===== config.mk =====
export PLATFORM = sky130hd
export DESIGN_NAME = cmp_event_unit
export DESIGN_NICKNAME = d
export VERILOG_FILES = /design/src/rtl/cmp_event_unit.sv
export SDC_FILE = /design/constraint.sdc
export NUM_CORES = 1
export LEC_CHECK = 0
export BUFFER_PORTS_ARGS = -buffer_cell sky130_fd_sc_hd__buf_2
export CAP_MARGIN = 20
export CORE_ASPECT_RATIO = 1.75
export CORE_MARGIN = 1.5
export CORE_UTILIZATION = 53
export DETAILED_ROUTE_END_ITERATION = 8
export GPL_TIMING_DRIVEN = 0
export HOLD_SLACK_MARGIN = 0.06
export PLACE_DENSITY_LB_ADDON = 0.08
export SKIP_LAST_GASP = 1
export SYNTH_ARGS = -nofsm -noshare
export SYNTH_HDL_FRONTEND = slang
export SYNTH_SLANG_ARGS = --single-unit

===== constraint.sdc =====
create_clock -name clk -period 2.6 [get_ports clk]
set_clock_uncertainty 0.2 [all_clocks]
set_input_delay 0.13 -clock clk [delete_from_list [all_inputs] [get_ports clk]]
set_output_delay 0.13 -clock clk [all_outputs]
set_load 0.01 [all_outputs]

===== src/rtl/cmp_event_unit.sv =====
`timescale 1ns/1ps
module cmp_event_unit #(
  parameter int TW = 16
) (
  input  logic          clk,
  input  logic          rst_n,
  input  logic          cmp_we,
  input  logic [TW-1:0] cmp_wdata,
  input  logic          mode_we,
  input  logic [3:0]    mode_wdata,
  input  logic          tick,
  input  logic          adc_en,
  input  logic          irq_clr,
  input  logic          ovf_clr,
  output logic [TW-1:0] timer_q,
  output logic          pin_q,
  output logic          pin_oe,
  output logic          irq_flag,
  output logic          ovf_flag,
  output logic          adc_start
);

  localparam logic [3:0] M_OFF = 4'b0000;
  localparam logic [3:0] M_SET = 4'b1000;
  localparam logic [3:0] M_CLR = 4'b1001;
  localparam logic [3:0] M_TGL = 4'b0010;
  localparam logic [3:0] M_EVT = 4'b1011;
  localparam logic [TW-1:0] TOP = {TW{1'b1}};

  logic [TW-1:0] cmp_q;
  logic [3:0]    mode_q;
  logic          eq_prev, pend_q;

  wire eq       = (timer_q == cmp_q);
  wire hit      = eq && !eq_prev && (mode_q != M_OFF);
  wire evt_hit  = hit && (mode_q == M_EVT);
  wire pend_now = pend_q || evt_hit;
  wire do_rst   = tick && pend_now && !cmp_we;
  wire wrap     = tick && !do_rst && (timer_q == TOP);

  assign adc_start = evt_hit && adc_en;
  assign pin_oe    = (mode_q == M_SET) || (mode_q == M_CLR) || (mode_q == M_TGL);

  always_ff @(posedge clk or negedge rst_n)
    if (!rst_n) begin
      timer_q <= '0;
      cmp_q   <= '0;
      mode_q  <= M_OFF;
      eq_prev <= 1'b0;
      pend_q  <= 1'b0;
    end else begin
      eq_prev <= eq;
      if (cmp_we)  cmp_q  <= cmp_wdata;
      if (mode_we) mode_q <= mode_wdata;
      if (do_rst)    timer_q <= '0;
      else if (tick) timer_q <= timer_q + 1'b1;
      pend_q <= pend_now && !do_rst && !cmp_we;
    end

  always_ff @(posedge clk or negedge rst_n)
    if (!rst_n) begin
      irq_flag <= 1'b0;
      ovf_flag <= 1'b0;
    end else begin
      if (hit)          irq_flag <= 1'b1;
      else if (irq_clr) irq_flag <= 1'b0;
      if (wrap)         ovf_flag <= 1'b1;
      else if (ovf_clr) ovf_flag <= 1'b0;
    end

  always_ff @(posedge clk or negedge rst_n)
    if (!rst_n) pin_q <= 1'b0;
    else if (mode_we && mode_wdata == M_OFF) pin_q <= 1'b0;
    else if (hit)
      case (mode_q)
        M_SET:   pin_q <= 1'b1;
        M_CLR:   pin_q <= 1'b0;
        M_TGL:   pin_q <= ~pin_q;
        default: pin_q <= pin_q;
      endcase

  assert_hold_no_tick_R1: assert property (@(posedge clk) disable iff (!rst_n)
    !tick |=> $stable(timer_q));
  assert_ovf_from_top_R1: assert property (@(posedge clk) disable iff (!rst_n)
    (tick && !pend_now && timer_q == TOP) |=> (ovf_flag && timer_q == '0));
  assert_irq_from_match_R3: assert property (@(posedge clk) disable iff (!rst_n)
    (!irq_flag ##1 irq_flag) |-> $past(eq));
  assert_adc_sets_irq_R6: assert property (@(posedge clk) disable iff (!rst_n)
    adc_start |=> irq_flag);
  assert_evt_reset_R7: assert property (@(posedge clk) disable iff (!rst_n)
    (pend_q && tick && !cmp_we) |=> (timer_q == '0 && $stable(ovf_flag) || ovf_clr && !ovf_flag));
  assert_off_clears_pin_R9: assert property (@(posedge clk) disable iff (!rst_n)
    (mode_we && mode_wdata == M_OFF) |=> !pin_q);

endmodule


==> impl_metrics.tcl <==
set metrics [dict create \
    max_stage_delay_ns 0.39 \
    crit_arrival_ns 2.14 \
    synth_warnings 0 \
    die_y_um 86.0 \
    numCtsBuffers 5 \
    finalSetupViolations 0 \
    whs_ns 0.199 \
    period_share_pct 94.9 \
    startpoint "timer_q[8]" \
    ys_async_sr_fraction_pct 100 \
    hold_path_class "in2reg" \
    postSynthAreaPerCell_um2 11.3 \
    post_drt_via_cell_ratio 5.48 \
    antennaDiodeCount 0 \
    drcViolationCount 0 \
    drv_slew 0 \
    synth_xor_area_share_pct 8.40 \
    fill_cells 290 \
    synth_mux_area_share_pct 12.2 \
    ys_top_cells_by_count "dfrtp_1, mux2_2, xor2_1" \
    ir_worst_vdd_uv 700 \
    gp_congestion 0.798 \
    clock.fmax_mhz 405 \
    h-tree-depth 2 \
    synth_flop_cell "dfrtp_1" \
    grt_remaining_overflow 0 \
    grt_usage_pct 24.7 \
    drive_above_1_share_pct 34.1 \
    die-width_um 50.4 \
    multiInputGateArea_um2 982 \
    yosysUniqueCellTypes 37 \
    worstMarginPinSlew_ns 0.869 \
    cts_root_buf "clkbuf_8" \
    ant_nets 0 \
    setup_ws_ns 0.131 \
    cp.required_ns 2.27 \
    maxCapViolCount 0 \
    seq_area_mm2 0.00103 \
    dp_hpwl_mm 3.51 \
    start_util_pct 54.5 \
    critical_path_peak_fanout 9 \
    dr.pass1.iters 4 \
    cp_top_family "simple AND/OR/NAND/NOR gates" \
    crit_chain "buf_6 > xor2_1 > nor4_2 > nand4_2 > nor3_4 > and3_1 > buf_2" \
    drtIter0Drc 31 \
    synth_compound_area_share_pct 9.12 \
    io_buffers 47 \
    syn-num-nets 213 \
    min_from "cmp_we" \
    synth_fa_ha_area_share_pct 0.600 \
    critPathCaptureType "output pin" \
    clock_path_buffers 2 \
    finalHoldViolations 0 \
    path_clk_slew_ns 0.07 \
    netlist_area_mm2 0.00209 \
    num_vias 1742 \
    io_pins 49 \
    synth-simple-area-share_pct 16.2 \
    r2r-start "timer_q[8]" \
    wl_mm 4.96 \
    setup-tns-final_ns 0 \
    fp-row-count 30 \
    synth.top_cell.area_share_pct 49.2 \
    utilization_pct 73.5 \
    grt_pass1_wl_mm 8.08 \
    powerDensity_mw_per_mm2 654 \
    yosysMostFrequentCell "dfrtp_1" \
    cts_tree "done" \
    area_growth_pct 34.9 \
    crit_buf_inv 2 \
    ys_ff_latch 41 \
    die_area_mm2 0.00434 \
    crit_slowest_cell "dfrtp_1" \
    cts.sink_count 41 \
    layout_min_cycle_time_ns 2.47 \
    synth_area_leaders "dfrtp_1, mux2_2, xor2_1" \
    rsz0062_at_grt "false" \
    crit_path_start_kind "register" \
    synth_edf_count 0 \
    coreArea_mm2 0.00383 \
    power.static_leakage_nw 1.37 \
    synth_top_family_by_area "simple AND/OR/NAND/NOR gates" \
    grt_pass1_vias 1724 \
    synth_top_cell_by_area "dfrtp_1" \
    synthCells 184 \
    ys_seq_area_share_pct 49.2 \
    grt_antenna_before_repair 0 \
    grt_max_degree 42 \
    post_drt_wl_per_cell_um 15.6 \
    nets 298 \
    dp_slack_ns 0.297 \
    timing.slew.headroom_pct 42.1 \
    status "complete, no violations" \
    crit_type "reg2out" \
    clk_latency_ns 0.29 \
]
[path summary, 6_finish.rpt]
check	end	slack, ns	cells after the start
worst max-delay path	adc_start	0.13	7
worst min-delay path	cmp_q[0]	0.20	2
worst max register to register	timer_q[14]	0.14	9
worst min register to register	ovf_flag	0.28	2
max in group asynchronous	timer_q[2]	1.36	2
min in group asynchronous	mode_q[1]	0.29	2
[power breakdown]
| part | total [mW] | internal (mW) | switching, mW |
|---|---|---|---|
| registers | 0.868 | 0.729 | 0.139 |
| logic | 0.450 | 0.235 | 0.215 |
| clock network | 0.522 | 0.313 | 0.209 |
[state kept, by name, indices dropped and copies added, names as in the netlist]
register,cells
cmp_q,16
pend_q,1
pin_q,1
mode_q,4
irq_flag,1
eq_prev,1
ovf_flag,1
timer_q,16
[through the flow]
| step | cells | total power [mW] | instance area, µm² |
|---|---|---|---|
| after floorplan | 184 | 1.10 | 2090 |
| after global routing | 318 | 1.92 | 2810 |
| after detailed placement | 279 | 1.28 | 2380 |
| final | 318 | 1.84 | 2810 |
| after CTS | 316 | 1.85 | 2790 |
| after global placement | 279 | 1.27 | 2380 |
[metal layers]
layer | up-vias | share of wire (%) | global-route usage, %
met3 | 8 | 3.6 | 3.66
met2 | 56 | 58 | 46.9
met4 | 0 | 1.6 | 8.11
met5 | - | 0 | 0
li1 | 827 | - | -
met1 | 851 | 37 | 27.1
[placed cells by master, fill, tap and decap left out, types with 2 or more instances in the layout]
cell	instances
clkbuf_8	7
mux2i_1	3
nor2b_1	4
nor2_1	11
a21oi_1	2
xor2_1	20
nor3b_1	2
nor3_1	2
nand2_1	7
nand2b_1	3
nor4_1	9
inv_1	5
and3_1	7
a21o_1	6
mux2_2	20
buf_4	2
buf_6	4
dfrtp_1	41
buf_2	47
dlygate4sd3_1	29
o22ai_1	2
o21ai_0	4
nand4_1	4
nand3_1	5
clkbuf_1	4
o21ai_2	4
[layout make-up]
| class | count | area share (%) |
|---|---|---|
| Buffer | 8 | 2.49 |
| Clock buffer | 7 | 3.07 |
| Clock inverter | 1 | 1.07 |
| Inverter | 5 | 0.667 |
| Multi-Input combinational cell | 130 | 34.9 |
| Sequential cell | 41 | 36.5 |
| Tap cell | 48 | 2.13 |
| Timing Repair Buffer | 78 | 19.2 |
[what timing repair did]
item / in CTS / in global routing
hold endpoints to repair: 65 / 0
hold buffers: 29 / 0
setup endpoints to repair: 1 / 1
resized for setup: 1 / 1
pin swaps: 0 / 0
cloned: 0 / 0
setup buffers: 0 / 2
[cell families after synthesis]
logic type                 Yosys count
AOI/OAI and AO/OA                   26
xor gates and xnor gates            20
adders and majority gates            1
buffers and inverters               13
DFF                                 41
muxes                               23
and+or+nand+nor                     60
Note: power is estimated with default switching activity, not from simulation.
